File: config.mk
export PLATFORM = sky130hd
export DESIGN_NAME = dual_conv_seq
export DESIGN_NICKNAME = d
export VERILOG_FILES = /design/src/rtl/dual_conv_seq_pkg.sv /design/src/rtl/dual_conv_seq_ctrl.sv /design/src/rtl/dual_conv_seq_capture.sv /design/src/rtl/dual_conv_seq.sv
export SDC_FILE = /design/constraint.sdc
export NUM_CORES = 1
export LEC_CHECK = 0
export ABC_AREA = 0
export BUFFER_PORTS_ARGS = -buffer_cell sky130_fd_sc_hd__buf_2
export CAP_MARGIN = 20
export CORE_UTILIZATION = 48
export CTS_CLUSTER_SIZE = 25
export DETAILED_ROUTE_END_ITERATION = 8
export PLACE_DENSITY = 0.88
export SYNTH_ARGS = -nofsm -noshare
export SYNTH_HDL_FRONTEND = slang
export SYNTH_SLANG_ARGS = --single-unit
File: constraint.sdc
create_clock -name clk -period 1.3 [get_ports clk]
set_input_delay 0.195 -clock clk [delete_from_list [all_inputs] [get_ports clk]]
set_output_delay 0.195 -clock clk [all_outputs]
set_load 0.1 [all_outputs]
File: src/rtl/dual_conv_seq_pkg.sv
package dual_conv_seq_pkg;

    typedef enum logic [1:0] {
        PH_IDLE = 2'd0,
        PH_CH0  = 2'd1,
        PH_CH1  = 2'd2
    } phase_t;

    typedef struct packed {
        phase_t phase;
        logic   busy;
        logic   eoc_n;
        logic   req;
        logic   sel;
    } ctrl_state_t;

endpackage

File: src/rtl/dual_conv_seq_ctrl.sv
module dual_conv_seq_ctrl
    import dual_conv_seq_pkg::*;
(
    input  logic clk,
    input  logic rst,
    input  logic start_i,
    input  logic done_i,
    output logic take_hi_o,
    output logic take_lo_o,
    output logic req_o,
    output logic sel_o,
    output logic busy_o,
    output logic eoc_n_o
);

    ctrl_state_t st_d, st_q;

    always_comb begin
        st_d       = st_q;
        st_d.eoc_n = 1'b1;
        st_d.req   = 1'b0;
        take_hi_o  = 1'b0;
        take_lo_o  = 1'b0;
        unique case (st_q.phase)
            PH_IDLE: begin
                if (start_i) begin
                    st_d.phase = PH_CH0;
                    st_d.busy  = 1'b1;
                    st_d.req   = 1'b1;
                    st_d.sel   = 1'b0;
                end
            end
            PH_CH0: begin
                if (done_i) begin
                    take_hi_o  = 1'b1;
                    st_d.eoc_n = 1'b0;
                    st_d.phase = PH_CH1;
                    st_d.req   = 1'b1;
                    st_d.sel   = 1'b1;
                end
            end
            PH_CH1: begin
                if (done_i) begin
                    take_lo_o  = 1'b1;
                    st_d.eoc_n = 1'b0;
                    st_d.phase = PH_IDLE;
                    st_d.busy  = 1'b0;
                end
            end
            default: st_d.phase = PH_IDLE;
        endcase
    end

    always_ff @(posedge clk) begin
        if (rst) begin
            st_q.phase <= PH_IDLE;
            st_q.busy  <= 1'b0;
            st_q.eoc_n <= 1'b1;
            st_q.req   <= 1'b0;
            st_q.sel   <= 1'b0;
        end else begin
            st_q <= st_d;
        end
    end

    assign req_o   = st_q.req;
    assign sel_o   = st_q.sel;
    assign busy_o  = st_q.busy;
    assign eoc_n_o = st_q.eoc_n;

    AST_BUSY_ON_START: assert property (@(posedge clk) disable iff (rst)
        (start_i && !busy_o) |=> (busy_o && req_o && !sel_o));
    AST_EOC_ONE_CYCLE: assert property (@(posedge clk) disable iff (rst)
        !eoc_n_o |=> eoc_n_o);
    AST_HOLD_WHILE_WAITING: assert property (@(posedge clk) disable iff (rst)
        (busy_o && !done_i) |=> (busy_o && $stable(sel_o) && eoc_n_o));
    AST_IDLE_STAYS_IDLE: assert property (@(posedge clk) disable iff (rst)
        (!busy_o && !start_i) |=> (!busy_o && eoc_n_o && !req_o));
    AST_CH1_REQUEST: assert property (@(posedge clk) disable iff (rst)
        ($rose(sel_o)) |-> (req_o && busy_o));

endmodule

File: src/rtl/dual_conv_seq_capture.sv
module dual_conv_seq_capture #(
    parameter int DATA_W = 16,
    localparam int WORD_W = 2 * DATA_W
) (
    input  logic              clk,
    input  logic              rst,
    input  logic              take_hi_i,
    input  logic              take_lo_i,
    input  logic [DATA_W-1:0] data_i,
    input  logic              busy_i,
    output logic [WORD_W-1:0] word_o,
    output logic              load_o
);

    typedef struct packed {
        logic [DATA_W-1:0] hi;
        logic [WORD_W-1:0] word;
        logic              load;
    } cap_state_t;

    cap_state_t cs_d, cs_q;

    always_comb begin
        cs_d      = cs_q;
        cs_d.load = take_lo_i;
        if (take_hi_i) cs_d.hi = data_i;
        if (take_lo_i) cs_d.word = {cs_q.hi, data_i};
    end

    always_ff @(posedge clk) begin
        if (rst) begin
            cs_q.hi   <= '0;
            cs_q.word <= '0;
            cs_q.load <= 1'b0;
        end else begin
            cs_q <= cs_d;
        end
    end

    assign word_o = cs_q.word;
    assign load_o = cs_q.load;

    AST_LOAD_AT_BUSY_FALL: assert property (@(posedge clk) disable iff (rst)
        load_o |-> (!busy_i && $past(busy_i)));
    AST_WORD_HELD: assert property (@(posedge clk) disable iff (rst)
        !load_o |=> (load_o || $stable(word_o)));

endmodule

File: src/rtl/dual_conv_seq.sv
module dual_conv_seq #(
    parameter int DATA_W = 16,
    localparam int WORD_W = 2 * DATA_W
) (
    input  logic              clk,
    input  logic              rst,
    input  logic              start_i,
    input  logic              conv_done_i,
    input  logic [DATA_W-1:0] conv_data_i,
    output logic              conv_req_o,
    output logic              conv_sel_o,
    output logic              busy_o,
    output logic              eoc_n_o,
    output logic [WORD_W-1:0] result_o,
    output logic              load_o
);

    logic take_hi, take_lo;

    dual_conv_seq_ctrl u_ctrl (
        .clk       (clk),
        .rst       (rst),
        .start_i   (start_i),
        .done_i    (conv_done_i),
        .take_hi_o (take_hi),
        .take_lo_o (take_lo),
        .req_o     (conv_req_o),
        .sel_o     (conv_sel_o),
        .busy_o    (busy_o),
        .eoc_n_o   (eoc_n_o)
    );

    dual_conv_seq_capture #(.DATA_W(DATA_W)) u_cap (
        .clk       (clk),
        .rst       (rst),
        .take_hi_i (take_hi),
        .take_lo_i (take_lo),
        .data_i    (conv_data_i),
        .busy_i    (busy_o),
        .word_o    (result_o),
        .load_o    (load_o)
    );

endmodule

[Word-level counts from Yosys, hierarchy flattened]
Index checks and enable logic that the tools add are counted.
Operators by class
  multiplexer cells: 12
  reductions and logical operators: 6
  equality and inequality tests: 5
Operators by type and width (count)
  $reduce_and A3 Y1: 3
  $mux W3: 2
  $ne A2 B2 Y1 const B: 3
  $pmux W2 S3: 1
  $mux W2: 2
  $mux W4: 1
  $pmux W1 S2: 2
  $pmux W2 S2: 1
  $reduce_bool A2 Y1: 2
  $mux W1: 3
  $eq A2 B1 Y1 const B: 1
  $eq A2 B2 Y1 const B: 1
  $logic_not A2 Y1: 1
Storage, ports and cells
  output and inout bits: 37
  register bits after elaboration: 55
  input port bits: 20
  logic and storage cells: 31

[Logic depth before layout (Yosys ltp)]
Gate-level depths: netlist of run 1.
  word-level depth: 3
  depth in mapped cells: 7
  mapped depth without buffers: 5

[Cells and area by module]
A second synthesis of run 1 with hierarchy kept.
Unflattened totals
  cell total of the unflattened synthesis: 232
  area total of the unflattened synthesis: 2401.1 µm²
Modules (own cells, without submodules)
  dual_conv_seq_capture: area each 2011.9 µm², cells each 189, sequential area each 980.9 µm², times used 1
  dual_conv_seq_ctrl: area each 389.1 µm², cells each 43, sequential area each 120.1 µm², times used 1

[Worst setup path before layout of run 1]
OpenSTA, ideal clock, no wires.
  path kind: register to register
  start point: register, netlist name u_ctrl.busy_o
  end point: register u_ctrl.st_q (netlist bit u_ctrl.busy_o)
  arrival: 1341 ps
  required time: 1226 ps
  cell stages (with the launch flop): 4
  buffers on the path: 0
  setup time: 74 ps
  path slack: -115 ps
  period minus slack after synthesis: 1415 ps
  path through: dfxtp_1 > nor3b_1 > nor2_1 > a31oi_1
RTL lines
  end signal, assigned: RTL line dual_conv_seq_ctrl.sv:62  | st_q <= st_d;
  end, declared: RTL line dual_conv_seq_ctrl.sv:16  | ctrl_state_t st_d, st_q;

[Worst setup path in the final report of run 1]
  start point: register u_ctrl.st_q[4] in the netlist's numbering
  end point: register u_ctrl.st_q[4] in the netlist's numbering
On the way
  word-level cells in the longest chain between the ends: 3
  elaborated cells on any way between the ends: 8
  classes of those cells: 5 x eq/ne; 1 x mux; 2 x reduce/logical
RTL lines
  $eq A2 B2 Y1, or another cell as far along: RTL line dual_conv_seq_ctrl.sv:24  | unique case (st_q.phase)
  $ne A2 B2 Y1 (no line)
  $reduce_and A3 Y1 (no line)
Several ways; a longest one is shown, not always the timed one.
A chain may end at the register's enable or synchronous reset.

==> reports/summary.txt, run 1 <==
PnR worst setup slack: -0.007624 ns
HP Class: in2reg
Die ar.: 0.005246 mm²
Final nets: 342
Vias in the first global route: 1690
Final-report hold violation count: 0
Slew @ Worst Pin: 0.4981 ns
I/O Buffers: 56
DP Wirelength: 3.097 mm
Congestion Overflow GR: 0
Sw Pwr: 1865 µW
Synth Area per Inst: 8.296 µm²
Int Power: 3041 µW
GRT met1 Usage: 24.93%
Diode count: 0
Clock Skew: 0.004246 ns
Area delta synth->final: 20.97%
Placeable Area: 0.004755 mm²
Largest net degree at the start of global routing: 31
PD cells: 1703 mW/mm²
Share of post-route cells with drive strength above 1: 34.70%
FFs w/ async S/R, synth: 0%
Slew margin rel.: 67.02%
Max-slew violations: 0
Register bit count reported by yosys: 55
Status: finished, violations left
Skew-Pair Late Insertion Delay: 0.30 ns
Top Usage Layer GRT: met2
Fmax: 764.7 MHz
Io pins: 57
Failing checks: negative setup slack
Die X: 72.43 µm
Maxcap violations: 0
Fin crit period: 1.308 ns
Worst vdd ir: 1.259 mV
Critical path type: reg2reg
Largest family of logic cells by synthesized area: simple AND/OR/NAND/NOR gates
Switching share of total power: 38.02%
Synth Area in Compound Gates: 13.56%
DR vias: 1877
Post-synthesis mux area share: 0.8408%
Site Rows: 25
# H-tree levels: 2
Final Setup Violations: 1
Cells after synthesis: 287
Fin crit share: 100.6%
Post-DRT Antenna Nets: 0
Syn Nets: 313
DR WL/cell: 13.10 µm
Unrepaired setup endpoints after global routing: yes
TritonCTS buffer count: 5
CP Capture Type: register
Drt via density: 4.888
P_leak: 0.001113 µW
Total Power: 4906 µW
CTS sink cnt: 55
TritonCTS clock tree: built
Drc violations: 0
CTS hold repair buffers: 0
Arrival time worst endpoint: 1.51 ns
Startpoint types: register
Post-synth EDFFs: 0
First-pass GRT wire length: 7.824 mm
Clock power frac: 20.8%
Yosys warning count: 0
Starting Density: 50.08%
Post-synth cell types: 29
Gpl congestion: 0.8161
Ys flop type: dfxtp_1
M2 GR Usage: 31.98%
Grt met3 use: 5.000%
Adder-cell share of the synthesized area: 3.153%
Flop pwr share: 40.2%
Fillers: 434
Post-synthesis xor/xnor area fraction: 0%
Required time worst endpoint: 1.50 ns
Synthesized cell area: 0.002381 mm²
All-layer global routing usage: 19.30%
Comb power frac: 39.0%
CTS max path bufs: 2
Final WL: 5.029 mm
Drt first pass iters: 4
Post-Synth Simple-Gate Area: 20.86%
Initial antenna violation count: 0
Die H: 72.43 µm
DR iter-0 viols: 76
Clock transition at path regs: 0.09 ns
Worst hold margin: 0.1295 ns
Root Buffer: clkbuf_8
Sequential area share after synthesis: 46.24%
CP max FO: 5
-- worst max-delay path: stages (launching register included) --
cell	delay (ns)
dfxtp_4	0.37
buf_4	0.15
ha_4	0.17
o21bai_4	0.13
buf_4	0.13
nand4bb_1	0.14
o31ai_1	0.11
-- power by group through the flow --
stage | Sequential, µW | Clock, µW | Combinational (µW)
6_report | 1970 | 1020 | 1910
5_1_grt | 1990 | 1120 | 2040
4_1_cts | 1970 | 1050 | 1730
3_5_place_dp | 1980 | 0 | 1600
3_3_place_gp | 1970 | 0 | 1570
2_1_floorplan | 2240 | 0 | 984
-- placed cells by master, fill, tap and decap left out, types with 2 or more instances in the layout --
master,n
clkbuf_8,7
a21oi_1,36
nor2_1,2
clkbuf_4,22
buf_2,34
mux2i_1,2
buf_4,8
dfxtp_1,51
ha_1,2
nor2b_4,3
nand2_1,99
a21oi_2,13
nand2b_1,3
dfxtp_4,2
dfxtp_2,2
buf_12,5
ha_4,4
and2_4,2
o21ai_0,2
a31oi_1,2
-- through the flow --
stage	setup WS, ns	instance area (µm²)	util, %	setup TNS [ns]	std cells
floorplan	0.002748	2386	-	0	287
global placement	-0.02236	2545	53.53	-0.05745	373
detailed placement	-0.1396	2545	53.53	-0.8193	373
CTS	0.002433	2726	57.34	0	382
global route	-0.05182	2880	60.58	-0.3044	384
finish	-0.007624	2880	60.58	-0.007624	384
-- cells by family (layout without fill, tap and decap cells) --
family,count (synthesis),in the layout
buf+inv,51,81
simple gates,117,117
fa+ha+maj,6,6
mux,2,2
compound gates,56,56
flops,55,55
-- synthesized netlist by cell type, drive strengths merged, types with 2 or more instances --
library cell,instances,area [µm²]
mux2i,2,20.02
o21ai,2,10.01
clkbuf,4,18.77
nand2,100,377.9
nand2b,3,18.77
nor2b,3,18.77
and2,2,12.51
dfxtp,55,1101
a21oi,49,279.0
nor2,2,7.510
buf,45,339.1
ha,6,75.07
inv,2,7.510
a31oi,2,12.51
-- final cells by class --
class | instances | area [µm²] | share of cell area, %
inverter | 2 | 15.01 | 0.5213
multi-input combinational | 181 | 1018 | 35.36
clock buffer | 7 | 96.34 | 3.345
timing repair buffer | 71 | 548.0 | 19.03
tap | 67 | 83.83 | 2.911
clock inverter | 1 | 7.507 | 0.2606
sequential | 55 | 1111 | 38.58
-- flip-flops by register name, summed over array words and instances (netlist names) --
| register | flops |
|---|---|
| u_cap.word_o | 32 |
| u_cap.cs_q | 16 |
| u_ctrl.st_q | 2 |
| u_cap.load_o | 1 |
| u_ctrl.busy_o | 1 |
| u_ctrl.eoc_n_o | 1 |
| u_ctrl.req_o | 1 |
| u_ctrl.sel_o | 1 |
-- layer usage --
metal  wire, µm  up-vias
met4         68        0
met3        225        8
met1       2295      875
met2       2440       51
li1           -      943
met5          0        -
-- final timing paths --
path                                       start                to  slack, ns  depth (start not counted)
worst min-delay path              conv_data_i[9]    u_cap.cs_q[42]       0.13                          3
worst max register to register    u_ctrl.st_q[4]    u_ctrl.st_q[4]     -0.008                          6
worst min register to register  u_cap.word_o[28]  u_cap.word_o[28]       0.45                          2
worst max-delay path              u_ctrl.st_q[4]    u_ctrl.st_q[4]     -0.008                          6
-- timing repair --
item	4_1_cts	5_1_grt
gates cloned	1	1
gates resized for setup	17	36
buffers inserted	0	1
endpoints found under the setup margin	52	36
pin swaps	2	3
No activity file was read; power rests on OpenSTA's default activity.
==> run 2: changes to the inputs <==
PLACE_DENSITY = not set   (was 0.88)
PLACE_DENSITY_LB_ADDON = 0.08   (was not set)
==> run 2 against run 1 <==
The run now ends clean. Core utilization is 1.6 points lower. Global-route usage shrank 0.17 points. Clock power fell by 15%. Final area decreased by 2.6%. Non-clock buffer count stayed put. Via count decreased by 2.3%. First-iteration DRC count is 5.3% lower. Sequential cell count unchanged. Sequential power barely moved. Final cell count fell by 0.52%. Die area stayed put. Clock skew is 0.00085 ns lower. Largest power group unchanged.
==> reports/summary.txt, run 2 (synthesis gave the netlist of run 1 again) <==
Fin crit period: 1.277 ns (-0.03045 ns)
DP Wirelength: 3.241 mm (+4.6%)
Die ar.: 0.005246 mm² (unchanged)
Total negative slack: 0 ns (+0.007624 ns)
TritonCTS buffer count: 5 (unchanged)
Storage element area: 0.001109 mm² (-0.23%)
Io pins: 57 (unchanged)
PD cells: 1658 mW/mm² (-2.7%)
Worst hold margin: 0.1383 ns (+0.008791 ns)
Final WL: 4.696 mm (-6.6%)
CTS sink cnt: 55 (unchanged)
P_leak: 0.001092 µW (-1.9%)
Drt first pass iters: 4 (unchanged)
Number of flip-flops in the largest register: 32 (unchanged)
Starting Density: 50.08% (unchanged)
Initial antenna violation count: 0 (unchanged)
I/O Buffers: 56 (unchanged)
Final-report hold violation count: 0 (unchanged)
Share of post-route cells with drive strength above 1: 33.02% (-1.7 points)
FF-to-FF End: u_ctrl.busy_o
Area delta synth->final: 17.81%
Switching share of total power: 38.30% (+0.28 points)
HP Class: in2reg
Flop pwr share: 42.1% (+1.9 points)
Final nets: 342 (unchanged)
First-pass GRT wire length: 7.810 mm (-0.18%)
Int Power: 2869 µW (-5.6%)
Site Rows: 25 (unchanged)
Placeable Area: 0.004755 mm² (unchanged)
R2R cell count: 5 (-1)
Congestion Overflow GR: 0 (unchanged)
Final Setup Violations: 0 (-1)
CP Capture Type: register
Post-DRT Antenna Nets: 0 (unchanged)
Multi-input logic area: 997.2 µm² (-2.1%)
Clock transition at path regs: 0.09 ns (about the same)
Commonest cells after routing, fill and taps aside: 99 x nand2_1, 51 x dfxtp_1, 40 x a21oi_1
Slew margin rel.: 67.50% (+0.47 points)
Status: completed
Worst Hold Launch: conv_data_i[7]
Maxcap violations: 0 (unchanged)
Clock Skew: 0.003394 ns (-0.0008514 ns)
Die H: 72.43 µm (unchanged)
Max-slew violations: 0 (unchanged)
Drc violations: 0 (unchanged)
Total Power: 4650 µW (-5.2%)
Diode count: 0 (unchanged)
Worst vdd ir: 1.206 mV (-4.2%)
Final Util: 59.00% (-1.6 points)
Reg2reg start: u_ctrl.st_q[5]
Sw Pwr: 1781 µW (-4.5%)
All-layer global routing usage: 19.13% (-0.17 points)
Hold path endpoint: u_cap.cs_q[40]
Commonest non-fill, non-tap cell in the layout: nand2_1
Root Buffer: clkbuf_8
Post-DP Area: 0.002580 mm² (+1.4%)
Required time worst endpoint: 1.53 ns (+0.03 ns)
Post-route cell area: 0.002805 mm² (-2.6%)
DR iter-0 viols: 72 (-5.3%)
Arrival time worst endpoint: 1.50 ns (about the same)
Fmax: 783.0 MHz (+2.4%)
Skew-Pair Late Insertion Delay: 0.30 ns (about the same)
DR WL/cell: 12.29 µm (-6.1%)
Drt via density: 4.801 (-1.8%)
Critical path type: reg2reg
Unrepaired setup endpoints after global routing: yes
Largest net degree at the start of global routing: 27 (-13%)
TritonCTS clock tree: built
R2R Setup Slk: 0.02 ns (+0.03 ns)
DR vias: 1834 (-2.3%)
Clock power frac: 18.7% (-2.1 points)
CTS max path bufs: 2 (unchanged)
CP max FO: 4 (-1)
Gpl congestion: 0.8011 (-1.8%)
# H-tree levels: 2 (unchanged)
Hold Path Depth: 3 (unchanged)
Vias in the first global route: 1662 (-1.7%)
Fillers: 481 (+11%)
Startpoint types: register
Comb power frac: 39.2% (+0.2 points)
Slew @ Worst Pin: 0.4910 ns (-0.007155 ns)
CTS hold repair buffers: 0 (unchanged)
Die X: 72.43 µm (unchanged)
Fin crit share: 98.24% (-2.3 points)
## run 2: power by group through the flow
stage | registers [µW] | logic (µW) | clock network, µW
after detailed placement | 1970 | 1650 | 0
after CTS | 1940 | 1690 | 917
final | 1960 | 1820 | 872
after floorplan | 2240 | 984 | 0
after global routing | 1980 | 1950 | 983
after global placement | 1970 | 1640 | 0
## run 2: critical path: stages, from the launching register on
cell	delay [ns]
dfxtp_4	0.37
buf_6	0.12
ha_4	0.14
nor2b_4	0.12
or3_1	0.33
a31oi_1	0.12
## run 2: what timing repair did
item	CTS	global route
hold endpoints to repair	0	0
resized for setup	6	40
endpoints found under the setup margin	52	76
pin swaps	0	3
buffers inserted	0	0
## run 2: worst max path at each step
| stage | from | endpoint | cells after the start |
|---|---|---|---|
| finish | u_ctrl.st_q[5] | u_ctrl.busy_o | 5 |
| global placement | u_ctrl.st_q[5] | u_ctrl.busy_o | 5 |
| CTS | u_ctrl.st_q[5] | u_ctrl.busy_o | 5 |
| detailed placement | u_ctrl.st_q[5] | u_ctrl.busy_o | 5 |
| floorplan | u_ctrl.st_q[5] | u_ctrl.st_q[5] | 5 |
| global route | u_ctrl.st_q[5] | u_ctrl.busy_o | 5 |
## run 2: metal layers
metal / up-vias / global-route usage [%] / routed length [µm]
met5: - / 0 / 0
met4: 0 / 5.882 / 52
met3: 6 / 4.722 / 212
met2: 43 / 29.49 / 2171
met1: 843 / 26.41 / 2259
li1: 942 / - / -
## run 2: cell type report
class	instances	area share, %
Tap cell	67	2.988
Inverter	2	0.3568
Clock buffer	5	2.453
Clock inverter	1	0.2676
Timing Repair Buffer	71	18.87
Sequential cell	55	39.52
Multi-Input combinational cell	181	35.55
## run 2: per-stage QoR
step                      cells  setup WS, ns
after CTS                   382      -0.04728
after global placement      376      -0.04970
after global routing        382      -0.06187
after floorplan             287      0.002748
final                       382       0.02283
after detailed placement    376       -0.1077
